$ cat src/rtl/nrc_pkg.sv
package nrc_pkg;
  typedef enum logic {
    ST_IDLE  = 1'b0,
    ST_FETCH = 1'b1
  } rc_state_e;
endpackage

$ cat src/rtl/nrc_par_bank.sv
module nrc_par_bank #(
  parameter int WAYS   = 4,
  parameter int DATA_W = 32
) (
  input  logic [WAYS*DATA_W-1:0] line_data,
  input  logic [WAYS-1:0]        line_par,
  output logic [DATA_W-1:0]      lines [WAYS],
  output logic [WAYS-1:0]        bad
);
  for (genvar g = 0; g < WAYS; g++) begin : g_way
    assign lines[g] = line_data[g*DATA_W +: DATA_W];
    // even parity: word plus stored bit must hold an even number of ones
    assign bad[g]   = (^line_data[g*DATA_W +: DATA_W]) ^ line_par[g];
  end
endmodule

$ cat src/rtl/nrc_wr_mask.sv
module nrc_wr_mask #(
  parameter int WAYS  = 4,
  parameter int WAY_W = 2
) (
  input  logic [WAY_W-1:0] way,
  input  logic             pair,
  output logic [WAYS-1:0]  mask
);
  localparam logic [WAY_W-1:0] TWIN = WAY_W'(1);
  for (genvar g = 0; g < WAYS; g++) begin : g_bit
    assign mask[g] = (WAY_W'(g) == way) || (pair && (WAY_W'(g) == (way ^ TWIN)));
  end
endmodule

$ cat src/rtl/nrc_recover_path.sv
module nrc_recover_path #(
  parameter int WAYS   = 4,
  parameter int DATA_W = 32,
  localparam int WAY_W = (WAYS > 1) ? $clog2(WAYS) : 1
) (
  input  logic                   clk,
  input  logic                   rst,
  input  logic                   dup_en,
  input  logic                   rd_req,
  input  logic [WAY_W-1:0]       rd_way,
  input  logic                   wr_req,
  input  logic [WAY_W-1:0]       wr_way,
  input  logic [DATA_W-1:0]      wr_data,
  input  logic [WAYS*DATA_W-1:0] line_data,
  input  logic [WAYS-1:0]        line_par,
  output logic [WAYS-1:0]        arr_we,
  output logic [DATA_W-1:0]      arr_wdata,
  output logic                   arr_wpar,
  output logic                   refetch_req,
  output logic [WAY_W-1:0]       refetch_way,
  input  logic                   refetch_ack,
  input  logic [DATA_W-1:0]      refetch_data,
  output logic                   rd_valid,
  output logic [DATA_W-1:0]      rd_data
);
  import nrc_pkg::*;

  localparam logic [WAY_W-1:0] TWIN = WAY_W'(1);

  rc_state_e         state_q;
  logic [WAY_W-1:0]  fail_way_q;
  logic              fix_pair_q;
  logic              rd_valid_q;
  logic [DATA_W-1:0] rd_data_q;
  logic [WAYS-1:0]   we_q;
  logic [DATA_W-1:0] wdata_q;
  logic              wpar_q;

  logic [DATA_W-1:0] lines [WAYS];
  logic [WAYS-1:0]   bad;

  nrc_par_bank #(.WAYS(WAYS), .DATA_W(DATA_W)) u_par (
    .line_data (line_data),
    .line_par  (line_par),
    .lines     (lines),
    .bad       (bad)
  );

  logic             busy, rd_fire, wr_fire, fetch_done;
  logic [WAY_W-1:0] twin_way;
  logic             self_bad, twin_bad, use_twin, need_fetch;

  assign busy       = (state_q == ST_FETCH);
  assign rd_fire    = rd_req && !busy;
  assign wr_fire    = wr_req && !busy && !rd_fire;
  assign fetch_done = busy && refetch_ack;
  assign twin_way   = rd_way ^ TWIN;
  assign self_bad   = bad[rd_way];
  assign twin_bad   = bad[twin_way];
  assign use_twin   = dup_en && self_bad && !twin_bad;
  assign need_fetch = self_bad && !use_twin;

  // one mask generator serves host writes and repair writes
  logic [WAY_W-1:0] mask_way;
  logic             mask_pair;
  logic [WAYS-1:0]  mask;

  assign mask_way  = fetch_done ? fail_way_q : wr_way;
  assign mask_pair = fetch_done ? fix_pair_q : dup_en;

  nrc_wr_mask #(.WAYS(WAYS), .WAY_W(WAY_W)) u_mask (
    .way  (mask_way),
    .pair (mask_pair),
    .mask (mask)
  );

  always_ff @(posedge clk) begin
    if (rst) begin
      state_q    <= ST_IDLE;
      fail_way_q <= '0;
      fix_pair_q <= 1'b0;
      rd_valid_q <= 1'b0;
      rd_data_q  <= '0;
      we_q       <= '0;
      wdata_q    <= '0;
      wpar_q     <= 1'b0;
    end else begin
      rd_valid_q <= 1'b0;
      we_q       <= '0;
      case (state_q)
        ST_IDLE: begin
          if (rd_fire) begin
            if (need_fetch) begin
              state_q    <= ST_FETCH;
              fail_way_q <= rd_way;
              fix_pair_q <= dup_en && twin_bad;
            end else begin
              rd_valid_q <= 1'b1;
              rd_data_q  <= use_twin ? lines[twin_way] : lines[rd_way];
            end
          end else if (wr_fire) begin
            we_q    <= mask;
            wdata_q <= wr_data;
            wpar_q  <= ^wr_data;
          end
        end
        ST_FETCH: begin
          if (refetch_ack) begin
            state_q    <= ST_IDLE;
            rd_valid_q <= 1'b1;
            rd_data_q  <= refetch_data;
            we_q       <= mask;
            wdata_q    <= refetch_data;
            wpar_q     <= ^refetch_data;
          end
        end
        default: state_q <= ST_IDLE;
      endcase
    end
  end

  assign arr_we      = we_q;
  assign arr_wdata   = wdata_q;
  assign arr_wpar    = wpar_q;
  assign refetch_req = busy;
  assign refetch_way = fail_way_q;
  assign rd_valid    = rd_valid_q;
  assign rd_data     = rd_data_q;
endmodule

$ cat config.mk
export PLATFORM = sky130hd
export DESIGN_NAME = nrc_recover_path
export DESIGN_NICKNAME = d
export VERILOG_FILES = /design/src/rtl/nrc_pkg.sv /design/src/rtl/nrc_par_bank.sv /design/src/rtl/nrc_wr_mask.sv /design/src/rtl/nrc_recover_path.sv
export SDC_FILE = /design/constraint.sdc
export NUM_CORES = 1
export LEC_CHECK = 0
export ABC_AREA = 0
export BUFFER_PORTS_ARGS = -buffer_cell sky130_fd_sc_hd__buf_2
export CAP_MARGIN = 20
export CORE_AREA = 2 2 160 123
export DETAILED_ROUTE_END_ITERATION = 16
export DIE_AREA = 0 0 162 125
export GPL_TIMING_DRIVEN = 0
export PLACE_DENSITY = 0.62
export SLEW_MARGIN = 20
export SYNTH_ARGS = -nofsm -noshare
export SYNTH_HDL_FRONTEND = slang
export SYNTH_SLANG_ARGS = --single-unit
$ cat constraint.sdc
create_clock -name clk -period 9.2 [get_ports clk]
set_input_delay 2.3 -clock clk [delete_from_list [all_inputs] [get_ports clk]]
set_output_delay 2.3 -clock clk [all_outputs]
set_load 0.005 [all_outputs]
# [Yosys cells after proc, flatten, opt, wreduce, memory -nomap -nowiden]
# Index checks and enable logic that the tools add are counted.
[word_totals] ff_bits=74 in_bits=206 out_inout_bits=73 wordCells=99
[classes] order_cmp=4 eq_ne=11 mux=36 bitwise_logic=9 n_reduce_logical=31
[ops] cell="$mux W32" n=10
[ops] cell="$reduce_xor A32 Y1" n=6
[ops] cell="$bmux W32 S2" n=2
[ops] cell="$pmux W32 S2" n=2
[ops] cell="$logic_and A1 B1 Y1" n=12
[ops] cell="$mux W1" n=12
[ops] cell="$mux W4" n=3
[ops] cell="$ne A2 B2 Y1 const B" n=5
[ops] cell="$reduce_and A3 Y1" n=3
[ops] cell="$eq A2 B2 Y1 const A" n=4
[ops] cell="$pmux W4 S2" n=1
[ops] cell="$ge A3 B3 Y1 const B" n=2
[ops] cell="$lt A2 B3 Y1 const B" n=2
[ops] cell="$not A2 Y3" n=2
[ops] cell="$pmux W1 S2" n=3
[ops] cell="$bmux W1 S2" n=2
[ops] cell="$eq A1 B2 Y1 const A" n=2
[ops] cell="$logic_not A1 Y1" n=4
[ops] cell="$logic_not A2 Y1" n=2
[ops] cell="$logic_or A1 B1 Y1" n=4
[ops] cell="$xor A1 B1 Y1" n=4
[ops] cell="$not A1 Y1" n=3
[ops] cell="$mux W2" n=1

# [Depth between registers and ports, before layout]
# Gate-level depths: netlist of the first run.
[depth] ltp_word=11 mapped_depth=13 depth_no_buf=10

# [By module]
# From an unflattened synthesis of the first run, not the netlist that was laid out.
[hier_totals] hier_cells=692 area_unflattened_um2=6729.0
[modules_own_cells] mod="nrc_recover_path" instances=1 cells_each=434 area_each_um2=4593.2 seq_area_each_um2=1481.4
[modules_own_cells] mod="nrc_par_bank" instances=1 cells_each=252 area_each_um2=2102.0 seq_area_each_um2=0.0
[modules_own_cells] mod="nrc_wr_mask" instances=1 cells_each=6 area_each_um2=33.8 seq_area_each_um2=0.0

# [Least setup slack after synthesis of the first run]
# Ideal clock, no wire load.
[synth_timing] path_type="input -> register" from="in line_data[27]" to="reg rd_data_q[22], in the netlist rd_data[22]" arrival_time_ns=5.266 t_required_ns=9.086 path_slack_ns=3.820 stages=12 path_cell_list="xnor2_1 > xnor2_2 > xnor2_1 > xnor3_2 > mux2i_1 > or4_1 > buf_6 > nand2_8 > xnor2_2 > buf_2 > mux4_2 > a21o_1"
[synth_via] elab_chain_cells=10 word_cells_on_any_way=17 classes_between="eq/ne: 1; mux: 8; bitwise: 1; reduce/logical: 7"
[synth_lines] element="from (decl)" line="nrc_recover_path.sv:14" rtl="input logic [WAYS*DATA_W-1:0] line_data,"
[synth_lines] element="$reduce_xor A32 Y1 (*)" line="nrc_par_bank.sv:13" rtl="assign bad[g] = (^line_data[g*DATA_W +: DATA_W]) ^ line_par[g];"
[synth_lines] element="$xor A1 B1 Y1 (*)" line="nrc_par_bank.sv:13"
[synth_lines] element="$bmux W1 S2 (on tied branches)" line="nrc_recover_path.sv:58, nrc_recover_path.sv:59"
[synth_lines] element="$mux W1 (on tied branches)" line="nrc_recover_path.sv:58, nrc_recover_path.sv:59"
[synth_lines] element="$logic_and A1 B1 Y1 / $logic_not A1 Y1 (equally long branches)" line="nrc_recover_path.sv:60" rtl="assign use_twin = dup_en && self_bad && !twin_bad;"
[synth_lines] element="$logic_and A1 B1 Y1" line="nrc_recover_path.sv:60"
[synth_lines] element="$mux W32 / $logic_not A1 Y1 (equally long branches)" line="nrc_recover_path.sv:99, nrc_recover_path.sv:61"
[synth_lines] element="$mux W32 / $logic_and A1 B1 Y1 (equally long branches)" line="nrc_recover_path.sv:93, nrc_recover_path.sv:61"
[synth_lines] element="$mux W32 / $ne A2 B2 Y1 (equally long branches)"
[synth_lines] element="$pmux W32 S2 / $reduce_and A3 Y1 (equally long branches)"
[synth_lines] element="to (signal assigned)" line="nrc_recover_path.sv:99" rtl="rd_data_q <= use_twin ? lines[twin_way] : lines[rd_way];"
[synth_lines] element="to (signal assigned)" line="nrc_recover_path.sv:111" rtl="rd_data_q <= refetch_data;"
[synth_lines] element="to (decl)" line="nrc_recover_path.sv:34" rtl="logic [DATA_W-1:0] rd_data_q;"
# Every way passes the cells marked *; elsewhere a longest branch is shown, timed or not. The select of a mux whose other input is x is not followed.
# A chain may end at the register's enable or synchronous reset.

# [Final worst setup path of the first run]
[layout_timing] from="in line_data[27]" to="reg rd_data_q[24], in the netlist rd_data[24]"
# The elaborated chain is that of the path after synthesis.

==> results of run 1 <==
[flip-flops by register name, indices dropped and copies added (netlist names)]
name	count
arr_wpar	1
arr_we	4
arr_wdata	32
refetch_way	2
rd_data	32
fix_pair_q	1
rd_valid	1
refetch_req	1
[placed cells by master (no fill, tap or decap), types with 3 or more instances in the layout]
cell type / synthesis / routed
sky130_fd_sc_hd__o21bai_1: 3 / 3
sky130_fd_sc_hd__xor2_1: 12 / 12
sky130_fd_sc_hd__nor2b_1: 3 / 3
sky130_fd_sc_hd__a211oi_1: 32 / 32
sky130_fd_sc_hd__xor3_1: 3 / 3
sky130_fd_sc_hd__nand4b_1: 30 / 30
sky130_fd_sc_hd__xnor2_2: 4 / 4
sky130_fd_sc_hd__or2_2: 3 / 3
sky130_fd_sc_hd__mux4_2: 23 / 23
sky130_fd_sc_hd__dfxtp_1: 74 / 74
sky130_fd_sc_hd__nor2_1: 65 / 65
sky130_fd_sc_hd__a21oi_1: 5 / 5
sky130_fd_sc_hd__inv_1: 6 / 6
sky130_fd_sc_hd__mux4_1: 6 / 6
sky130_fd_sc_hd__mux2i_1: 44 / 44
sky130_fd_sc_hd__buf_2: 2 / 276
sky130_fd_sc_hd__and3_1: 3 / 3
sky130_fd_sc_hd__a21o_1: 30 / 30
sky130_fd_sc_hd__xnor3_1: 6 / 6
sky130_fd_sc_hd__o21ai_0: 32 / 32
sky130_fd_sc_hd__and2_1: 4 / 4
sky130_fd_sc_hd__nand3_1: 4 / 4
sky130_fd_sc_hd__clkbuf_1: 37 / 38
sky130_fd_sc_hd__nand2_1: 13 / 13
sky130_fd_sc_hd__clkbuf_16: 0 / 9
sky130_fd_sc_hd__buf_1: 6 / 6
sky130_fd_sc_hd__xnor2_1: 155 / 155
sky130_fd_sc_hd__nand2b_1: 35 / 35
[kinds of logic (layout without fill, tap and decap cells)]
family	after synthesis	count (layout)	synth area share
AND/OR/NAND/NOR	170	170	0.151
XOR/XNOR	182	182	0.278
buffers and inverters	55	344	0.0380
other	0	1	0
multiplexers	75	75	0.177
AO/OA/AOI/OAI	117	117	0.124
flip-flops	74	74	0.231
[power groups by stage]
stage	logic [mW]	registers, mW	clock network (mW)
floorplan	0.784	0.505	0
global placement	1.20	0.496	0
detailed placement	1.21	0.499	0
CTS	1.22	0.493	0.391
global route	1.31	0.507	0.408
finish	1.21	0.493	0.385
[layer usage]
layer,up-vias,GRT usage
li1,2968,-
met1,2927,0.346
met2,276,0.354
met3,17,0.0564
met4,2,0.0255
met5,-,0
[worst register-to-register path: stages, from the launching register on]
cell	delay, ps
sky130_fd_sc_hd__dfxtp_1	350
sky130_fd_sc_hd__clkbuf_1	510
sky130_fd_sc_hd__nand2_1	360
sky130_fd_sc_hd__nand2_1	180
sky130_fd_sc_hd__clkbuf_1	480
sky130_fd_sc_hd__clkbuf_1	440
sky130_fd_sc_hd__nor2_1	90
sky130_fd_sc_hd__a211oi_1	210
[worst paths after layout]
kind	end	slack, ps
max	rd_data[24]	3530
min	arr_wpar	480
max reg2reg	arr_wdata[8]	6490
min reg2reg	arr_wpar	480
[area by class of cell]
| cell class | count | area [um2] | share of cell area |
|---|---|---|---|
| well taps | 253 | 317 | 0.0376 |
| diodes | 1 | 2.50 | 0.000297 |
| repair buffers | 274 | 1370 | 0.163 |
| multi-input cells | 544 | 4690 | 0.557 |
| inverters | 6 | 22.5 | 0.00267 |
| clock buffers | 11 | 243 | 0.0288 |
| clock inverters | 4 | 76.3 | 0.00906 |
| plain buffers | 49 | 221 | 0.0263 |
| flip-flops and latches | 74 | 1480 | 0.176 |
==> run metrics, run 1 <==
outcome=complete, no violations; Remaining DRCs=0; detailed-router iteration count before antenna repair=5; cell count of the worst hold path=2; commonest cells in the synthesized netlist=sky130_fd_sc_hd__xnor2_1 (155), sky130_fd_sc_hd__dfxtp_1 (74), sky130_fd_sc_hd__nor2_1 (65), sky130_fd_sc_hd__mux2i_1 (44), sky130_fd_sc_hd__clkbuf_1 (37); yosys synthesis warning count=0; Mapped Cells=673; total length of routed met2 wires=10.3 mm; routed length on met1=11.7 mm; clock group share of total power=0.184; number of enable-type register cells in the synthesized netlist=0; part of the cycle the worst path needs=0.616; Cell Area, Placed=8100 um2; GR Util All Layers=0.233; worst ir drop on vdd=0.107 mV; Area contributors post-synth=sky130_fd_sc_hd__dfxtp_1 (23%), sky130_fd_sc_hd__xnor2_1 (21%), sky130_fd_sc_hd__mux4_2 (8.1%); smallest hold slack=478 ps; reg2reg path depth=7; gpl congestion=0.866; number of clock sinks=74; total power draw=2.09 mW; global route overflow=0; H-Tree Depth=3; number of input and output port buffers inserted=274; area delta synth->final=31.3%; summed area of non-filler cells in the final layout=8420 um2; number of global-route vias before repair=6,094; worst setup path start=line_data[27]; die width=162 um; CP bufs+invs=3; Max FO, Critical Path=10; biggest cell delay along the critical path=600 ps; setup clock skew after layout=7.55 ps; detail-routed net length per standard cell=19.8 um; RR Startpoint=refetch_req; Max Clock Freq=0.176 GHz; worst slew margin relative to its limit=0.498; initial core utilization=0.341; ANT nets after route=0; Final setup viols=0; switching part of the total=0.400; total power per unit cell area=248 nW/um2; Req. time, crit path=9430 ps; number of nets in the synthesized netlist=879; clock latency of the later-clocked register in the worst-skew pair=330 ps; DR top layer=met5; hold wc startpoint=arr_wpar; cell depth of the worst setup path=13; count of non-filler cells in the finished layout=1,216; clk buf depth=2; critical path cell sequence=buf_2 -> xnor2_1 -> xnor2_2 -> xnor2_1 -> xnor3_2 -> mux2i_1 -> or4_1 -> buf_6 -> nand2_8 -> xnor2_2 -> buf_2 -> mux4_2 -> a21o_1; cell count after placement=1,200; IO Pins=279; met3 WL=2.00 mm; hold buffers post-CTS=0; sequential fraction of the synthesis area=0.231; leading area contributor after synthesis=sky130_fd_sc_hd__dfxtp_1; area of the mapped netlist=6410 um2; number of distinct library cell variants in the gate-level netlist after synthesis=52; setup slack after placement=3170 ps; final period demand of the worst path=5670 ps; unrepaired setup endpoints after global routing=no; antenna violations before repair=2; number of core rows=44; P_int=1.25 mW; critical path launch point type=input port; most common flop cell mapped by yosys=sky130_fd_sc_hd__dfxtp_1; TritonCTS Buffers=9; number of gates resized after CTS=0; min setup slack post-route=3530 ps; sequential group share of total power=0.236; wire length reported by the detailed router=24.1 mm; post-layout util=0.447; number of vias per cell=5.09; Die Outline Area=20,300 um2; slowest cell on the critical path=sky130_fd_sc_hd__mux4_2; Largest delay share family, worst path=XOR/XNOR gates; core box area=18,800 um2; total half-perimeter wirelength after legalization and detailed placement=20.3 mm; setup TNS=0 ps; Root Driver=sky130_fd_sc_hd__clkbuf_16; clock tree from TritonCTS=done; number of post-CTS setup repair buffers=0; number of fill cells=1,936; switching power of the nets=0.834 mW; FF+latch count, synth=74; Gate power share=0.579; Avg Cell Area, Syn=9.53 um2; arrival time of data at the critical path endpoint=5900 ps; height of the chip=125 um; number of max-cap violations=0; via count=6,190; fraction of layout cells with a size suffix above 1=0.343; final hold violation count=0; Crit Path Class=in -> reg; critical path endpoint category=register; leakage power summed over all cells=3.73 nW; Clock Pin Slew Worst Setup and Hold Paths=60 ps; fraction of post-synthesis cell area in the top cell type by area=0.231; Worst Max-Slew Pin Slew=753 ps; ys async rst share=0; pin count of the biggest net entering global routing=13; Hold Path Class=reg -> reg; wire length of the first global-routing pass=35.9 mm; DRC marker count from the first detailed-route iteration=395; most frequent cell after synthesis=sky130_fd_sc_hd__xnor2_1; Final nets=1,164; Final Slew Violations=0
Note: power is estimated with default switching activity, not from simulation.
==> inputs of run 2 (changes only) <==
--- a/config.mk
+++ b/config.mk
@@ -5,14 +5,14 @@
 export SDC_FILE = /design/constraint.sdc
 export NUM_CORES = 1
 export LEC_CHECK = 0
-export ABC_AREA = 0
+export ABC_AREA = 1
 export BUFFER_PORTS_ARGS = -buffer_cell sky130_fd_sc_hd__buf_2
 export CAP_MARGIN = 20
-export CORE_AREA = 2 2 160 123
+export CORE_AREA = 2 2 191 146
 export DETAILED_ROUTE_END_ITERATION = 16
-export DIE_AREA = 0 0 162 125
+export DIE_AREA = 0 0 193 148
 export GPL_TIMING_DRIVEN = 0
-export PLACE_DENSITY = 0.62
+export PLACE_DENSITY = 0.61
 export SLEW_MARGIN = 20
 export SYNTH_ARGS = -nofsm -noshare
 export SYNTH_HDL_FRONTEND = slang
==> constraint.sdc (replaced) <==
create_clock -name clk -period 5 [get_ports clk]
set_input_delay 1.25 -clock clk [delete_from_list [all_inputs] [get_ports clk]]
set_output_delay 1.25 -clock clk [all_outputs]
set_load 0.005 [all_outputs]
==> run 2 against run 1 <==
  * Clock skew grew 1.1 ps
  * Total power increased by 33%
  * Non-clock buffer count increased by 44
  * Critical path depth grew 12
  * Critical path type unchanged
==> run metrics, run 2 <==
outcome=complete, no violations; sequential fraction of the synthesis area=0.160 (-0.0710); count of non-filler cells in the finished layout=2,431 (+100%); number of post-CTS setup repair buffers=0 (unchanged); critical path endpoint category=register; Max Clock Freq=0.293 GHz; commonest cells in the synthesized netlist=sky130_fd_sc_hd__nand2_1 (801), sky130_fd_sc_hd__nor2_1 (171), sky130_fd_sc_hd__o21ai_0 (141), sky130_fd_sc_hd__a21oi_1 (133), sky130_fd_sc_hd__inv_1 (115); fraction of layout cells with a size suffix above 1=0.157 (-0.186); CP bufs+invs=4 (+1); DRC marker count from the first detailed-route iteration=1,278 (+220%); wire length reported by the detailed router=40.1 mm (+66%); leading area contributor after synthesis=sky130_fd_sc_hd__nand2_1; Max FO, Critical Path=10 (unchanged); RR Startpoint=refetch_req; final period demand of the worst path=3420 ps; number of vias per cell=5.18 (+1.9%); global route overflow=0 (unchanged); via count=12,600 (+100%); number of fill cells=3,061 (+58%); terminus of the critical flop-to-flop path=arr_wdata[1]; Final setup viols=0 (unchanged); detail-routed net length per standard cell=16.5 um (-17%); cell count of the worst hold path=2 (unchanged); number of enable-type register cells in the synthesized netlist=0 (unchanged); IO Pins=279 (unchanged); post-layout util=0.426 (-0.0213); detailed-router iteration count before antenna repair=6 (+1); die width=193 um (+19%); met2 global-route usage=0.420 (+0.0653); clock group share of total power=0.218 (+0.034); GR Util All Layers=0.275 (+0.0412); arrival time of data at the critical path endpoint=3700 ps (-2200 ps); Area contributors post-synth=sky130_fd_sc_hd__nand2_1 (32%), sky130_fd_sc_hd__dfxtp_1 (16%), sky130_fd_sc_hd__o21ai_0 (7.6%); Cell Area, Placed=11,100 um2 (+37%); number of global-route vias before repair=11,300 (+86%); multi-input logic area=6900 um2 (+47%); clock tree from TritonCTS=done; met3 Usage GRT=0.0726 (+0.0162); Die Outline Area=28,600 um2 (+41%); min setup slack post-route=1580 ps (-1950 ps); hold buffers post-CTS=0 (unchanged); Remaining DRCs=0 (unchanged); most frequent cell after synthesis=sky130_fd_sc_hd__nand2_1; clk buf depth=2 (unchanged); commonest non-fill, non-tap cells in the layout=sky130_fd_sc_hd__nand2_1 (801), sky130_fd_sc_hd__buf_2 (284), sky130_fd_sc_hd__nor2_1 (171), sky130_fd_sc_hd__o21ai_0 (141), sky130_fd_sc_hd__a21oi_1 (133); Final nets=2,279 (+96%); biggest cell delay along the critical path=220 ps (-380 ps); summed area of non-filler cells in the final layout=11,400 um2 (+35%); core box area=26,700 um2 (+42%); most common flop cell mapped by yosys=sky130_fd_sc_hd__dfxtp_1; yosys synthesis warning count=0 (unchanged); Worst Max-Slew Pin Slew=762 ps (+8.62 ps); Final Slew Violations=0 (unchanged); TritonCTS Buffers=9 (unchanged); number of nets in the synthesized netlist=1,991 (+130%); number of clock sinks=74 (unchanged); antenna violations before repair=5 (+3); Crit Path Class=in -> reg; Hold Path Class=reg -> reg; clock latency of the later-clocked register in the worst-skew pair=350 ps (+20 ps); height of the chip=148 um (+18%); cell mode on critical path=sky130_fd_sc_hd__nand2_1; setup slack after placement=1260 ps (-1910 ps); critical path launch point type=input port; cell count after placement=2,413 (+100%); number of max-cap violations=0 (unchanged); switching part of the total=0.440 (+0.0401); Avg Cell Area, Syn=5.19 um2 (-46%); worst ir drop on vdd=0.198 mV (+85%); part of the cycle the worst path needs=0.684; sequential group share of total power=0.258 (+0.022); H-Tree Depth=3 (unchanged); reg2reg path depth=8 (+1); R2R Setup Slk=2490 ps (-4000 ps); unrepaired setup endpoints after global routing=no; switching power of the nets=1.22 mW (+46%); wire length of the first global-routing pass=60.3 mm (+68%); smallest hold slack=472 ps (-5.95 ps); gpl congestion=0.949 (+9.6%); met1 Track Usage GR=0.387 (+0.0402); FF+latch count, synth=74 (unchanged); P_int=1.56 mW (+24%); Root Driver=sky130_fd_sc_hd__clkbuf_16; Mapped Cells=1,785 (+170%); grt peak-use layer=met2; number of input and output port buffers inserted=277 (+1.1%); setup clock skew after layout=8.65 ps (+1.10 ps); initial core utilization=0.347 (+0.00657); area of the mapped netlist=9260 um2 (+44%); hold worst-path end=refetch_way[0]; Clock Pin Slew Worst Setup and Hold Paths=60 ps (about the same); total half-perimeter wirelength after legalization and detailed placement=33.4 mm (+65%); number of gates resized after CTS=0 (unchanged); fraction of post-synthesis cell area in the top cell type by area=0.325 (+0.0936); slowest cell on the critical path=sky130_fd_sc_hd__nor2_1; final hold violation count=0 (unchanged); number of core rows=52 (+18%); worst slew margin relative to its limit=0.492 (-0.00575); number of distinct library cell variants in the gate-level netlist after synthesis=25 (-52%); leakage power summed over all cells=6.30 nW (+69%); most common cell after layout, fill and taps aside=sky130_fd_sc_hd__nand2_1; Req. time, crit path=5280 ps (-4150 ps); FF+latch area=1480 um2 (unchanged); ys async rst share=0 (unchanged); area delta synth->final=22.7%; Gate power share=0.525 (-0.054); Largest delay share family, worst path=simple AND/OR/NAND/NOR gates; hold wc startpoint=refetch_way[0]; ANT nets after route=0 (unchanged); total power draw=2.78 mW (+33%); total power per unit cell area=244 nW/um2 (-1.4%); pin count of the biggest net entering global routing=13 (unchanged); setup TNS=0 ps (unchanged)
run 2: layer usage:
| layer | vias to the layer above | wire length, um |
|---|---|---|
| met3 | 53 | 4190 |
| met1 | 5734 | 18400 |
| met4 | 6 | 590 |
| met5 | - | 38 |
| li1 | 6258 | - |
| met2 | 553 | 16900 |
run 2: cell type report:
cell class              instances  share of cell area
multi-input cells            1497               0.607
inverters                     124              0.0409
clock inverters                 4             0.00253
plain buffers                  90              0.0364
repair buffers                277               0.122
well taps                     351              0.0386
clock buffers                  11              0.0214
diodes                          3            0.000660
flip-flops and latches         74               0.130
run 2: worst reg2reg max path: stages, from the launching register on:
cell,delay (ps)
sky130_fd_sc_hd__dfxtp_1,320
sky130_fd_sc_hd__clkbuf_1,400
sky130_fd_sc_hd__inv_1,200
sky130_fd_sc_hd__nand2_1,100
sky130_fd_sc_hd__inv_1,90
sky130_fd_sc_hd__nor2_1,190
sky130_fd_sc_hd__clkbuf_1,380
sky130_fd_sc_hd__clkbuf_1,510
sky130_fd_sc_hd__a31oi_1,170
run 2: power groups by stage:
stage          clock network (mW)  registers [mW]  logic (mW)
6_report                    0.604           0.716        1.46
5_1_grt                     0.642           0.725        1.63
4_1_cts                     0.612           0.716        1.44
3_5_place_dp                    0           0.726        1.44
3_3_place_gp                    0           0.726        1.41
2_1_floorplan                   0           0.730       0.901
run 2: worst max-delay path by stage:
stage / startpoint / end / slack, ps / cells after the start
6_report: line_data[45] / rd_data[0] / 1580 / 25
5_1_grt: line_data[46] / rd_data[26] / 1300 / 25
4_1_cts: line_data[45] / rd_data[0] / 1620 / 25
3_5_place_dp: line_data[45] / rd_data[0] / 1260 / 25
3_3_place_gp: line_data[45] / rd_data[30] / 1340 / 25
2_1_floorplan: line_data[40] / rd_data[0] / 2050 / 23
run 2: cells by family (layout without fill, tap and decap cells):
logic type	Yosys count	after routing	share of synthesized area
AO/OA/AOI/OAI	318	318	0.178
buffers and inverters	214	506	0.0949
AND/OR/NAND/NOR	1077	1077	0.470
XOR/XNOR	102	102	0.0964
other	0	3	0
flip-flops	74	74	0.160
==> inputs of run 3 (changes only) <==
==> constraint.sdc (replaced) <==
create_clock -name clk -period 3 [get_ports clk]
set_input_delay 0.75 -clock clk [delete_from_list [all_inputs] [get_ports clk]]
set_output_delay 0.75 -clock clk [all_outputs]
set_load 0.005 [all_outputs]
==> run 3 against run 2 <==
  * Cell area increased by 0.32%
  * Critical path depth shrank 13
  * Highest routed layer unchanged
  * Largest power group unchanged
  * Sequential power up 66%
  * Cell count barely moved
==> run metrics, run 3 (synthesis results as in run 2) <==
slowest cell on the critical path=sky130_fd_sc_hd__clkbuf_1; final period demand of the worst path=2840 ps; Die Outline Area=28,600 um2 (unchanged); DRC marker count from the first detailed-route iteration=1,304 (+2.0%); final hold violation count=0 (unchanged); number of vias per cell=5.18 (-0.10%); die width=193 um (unchanged); unrepaired setup endpoints after global routing=no; gpl congestion=0.949 (unchanged); worst slew margin relative to its limit=0.486 (-0.00611); detailed-router iteration count before antenna repair=6 (unchanged); core box area=26,700 um2 (unchanged); Worst Max-Slew Pin Slew=771 ps (+9.17 ps); via count=12,600 (-0.063%); Final Slew Violations=0 (unchanged); Final setup viols=0 (unchanged); ANT nets after route=0 (unchanged); wire length reported by the detailed router=40.1 mm (about the same); most common cell after layout, fill and taps aside=sky130_fd_sc_hd__nand2_1; H-Tree Depth=3 (unchanged); GR Util All Layers=0.275 (unchanged); global route overflow=0 (unchanged); total power draw=4.65 mW (+67%); number of max-cap violations=0 (unchanged); R2R Setup Slk=470 ps (-2020 ps); P_int=2.60 mW (+67%); FF+latch area=1480 um2 (unchanged); antenna violations before repair=5 (unchanged); initial core utilization=0.347 (unchanged); cell count of the worst hold path=2 (unchanged); Max Clock Freq=0.352 GHz; count of non-filler cells in the finished layout=2,432 (+0.041%); critical path endpoint category=register; fraction of layout cells with a size suffix above 1=0.166 (+0.00811); number of core rows=52 (unchanged); Largest delay share family, worst path=buffers and inverters; CP bufs+invs=4 (unchanged); Req. time, crit path=3280 ps (-2000 ps); area delta synth->final=23.1%; multi-input logic area=6930 um2 (+0.40%); number of fill cells=3,059 (-0.065%); Hold Path Class=reg -> reg; post-layout util=0.428 (+0.00136); total power per unit cell area=407 nW/um2 (+67%); setup slack after placement=-237 ps (-1500 ps); pin count of the biggest net entering global routing=13 (unchanged); arrival time of data at the critical path endpoint=3120 ps (-580 ps); critical path cell sequence=buf_2 -> clkbuf_1 -> clkbuf_1 -> clkbuf_1 -> a21oi_1 -> o21ai_0 -> nand2_1 -> nand4_1 -> nand2_1 -> nor2_2 -> nor2_1 -> nor2_1; critical path launch point type=input port; number of input and output port buffers inserted=277 (unchanged); switching part of the total=0.440 (about the same); Crit Path Class=in -> reg; clock group share of total power=0.216 (-0.002); biggest cell delay along the critical path=590 ps (+370 ps); setup clock skew after layout=7.84 ps (-0.808 ps); number of clock sinks=74 (unchanged); Root Driver=sky130_fd_sc_hd__clkbuf_16; sequential group share of total power=0.257 (about the same); RR Startpoint=refetch_req; Final nets=2,280 (+0.044%); cell mode on critical path=sky130_fd_sc_hd__clkbuf_1; reg2reg path depth=8 (unchanged); part of the cycle the worst path needs=0.948; setup TNS=0 ps (unchanged); wire length of the first global-routing pass=60.3 mm (unchanged); TritonCTS Buffers=9 (unchanged); commonest non-fill, non-tap cells in the layout=sky130_fd_sc_hd__nand2_1 (799), sky130_fd_sc_hd__buf_2 (284), sky130_fd_sc_hd__nor2_1 (162), sky130_fd_sc_hd__o21ai_0 (141), sky130_fd_sc_hd__a21oi_1 (133); leakage power summed over all cells=6.31 nW (about the same); height of the chip=148 um (unchanged); hold wc startpoint=refetch_way[0]; Clock Pin Slew Worst Setup and Hold Paths=60 ps (about the same); hold worst-path end=refetch_way[0]; clk buf depth=2 (unchanged); worst ir drop on vdd=0.325 mV (+64%); total half-perimeter wirelength after legalization and detailed placement=33.4 mm (unchanged); switching power of the nets=2.04 mW (+67%); Max FO, Critical Path=10 (unchanged); Remaining DRCs=0 (unchanged); min setup slack post-route=156 ps (-1430 ps); number of global-route vias before repair=11,300 (unchanged); cell count after placement=2,413 (unchanged); terminus of the critical flop-to-flop path=arr_wdata[4]; IO Pins=279 (unchanged); clock latency of the later-clocked register in the worst-skew pair=340 ps (about the same); detail-routed net length per standard cell=16.5 um (-0.10%); clock tree from TritonCTS=done; Gate power share=0.528 (+0.003); outcome=complete, no violations
## run 3: cell count changes in the layout (fill, tap and decap cells not counted), sizes merged
cell,before,now
buf,301,302
## run 3: per-stage QoR
step / cell area (um2) / hold WS, ps
after floorplan: 9260 / 435
after global placement: 11100 / 453
after detailed placement: 11100 / 459
after CTS: 11400 / 468
after global routing: 11400 / 493
final: 11400 / 472
## run 3: power groups by stage
| stage | registers (mW) | clock network, mW | logic [mW] |
|---|---|---|---|
| finish | 1.19 | 1.00 | 2.45 |
| floorplan | 1.22 | 0 | 1.50 |
| CTS | 1.19 | 1.02 | 2.40 |
| detailed placement | 1.21 | 0 | 2.39 |
| global placement | 1.21 | 0 | 2.36 |
| global route | 1.21 | 1.07 | 2.73 |
## run 3: tightest hold or removal path, stage by stage (launching register included)
cell and delay (ps):
sky130_fd_sc_hd__dfxtp_1 320, sky130_fd_sc_hd__inv_1 50, sky130_fd_sc_hd__a21oi_1 50
## run 3: cell type report
cell class,count,share of cell area
tap,351,0.0385
inverter,124,0.0408
antenna,3,0.000658
buffer,90,0.0364
clock buffer,11,0.0213
multi-input combinational,1497,0.608
sequential,74,0.130
clock inverter,4,0.00252
timing repair buffer,278,0.122
## run 3: what timing repair did
item                                   4_1_cts  5_1_grt
endpoints found under the hold margin        0        0
setup buffers                                0        1
gates resized for setup                      0       17
setup endpoints to repair                    0       31
hold buffers                                 0        0
## run 3: how the worst max path moves through the flow
stage | cells after the start | startpoint | end
after global routing | 25 | line_data[63] | rd_data[20]
after floorplan | 23 | line_data[40] | rd_data[0]
final | 12 | rd_way[0] | rd_data[27]
after global placement | 25 | line_data[45] | rd_data[30]
after detailed placement | 25 | line_data[45] | rd_data[0]
after CTS | 25 | line_data[45] | rd_data[0]
## run 3: routing by layer
metal  global-route usage  vias to the layer above  wire length (um)
met5                    0                        -                38
met4               0.0561                        6               580
met3               0.0726                       52              4370
met2                0.420                      574             16900
met1                0.387                     5703             18200
li1                     -                     6261                 -
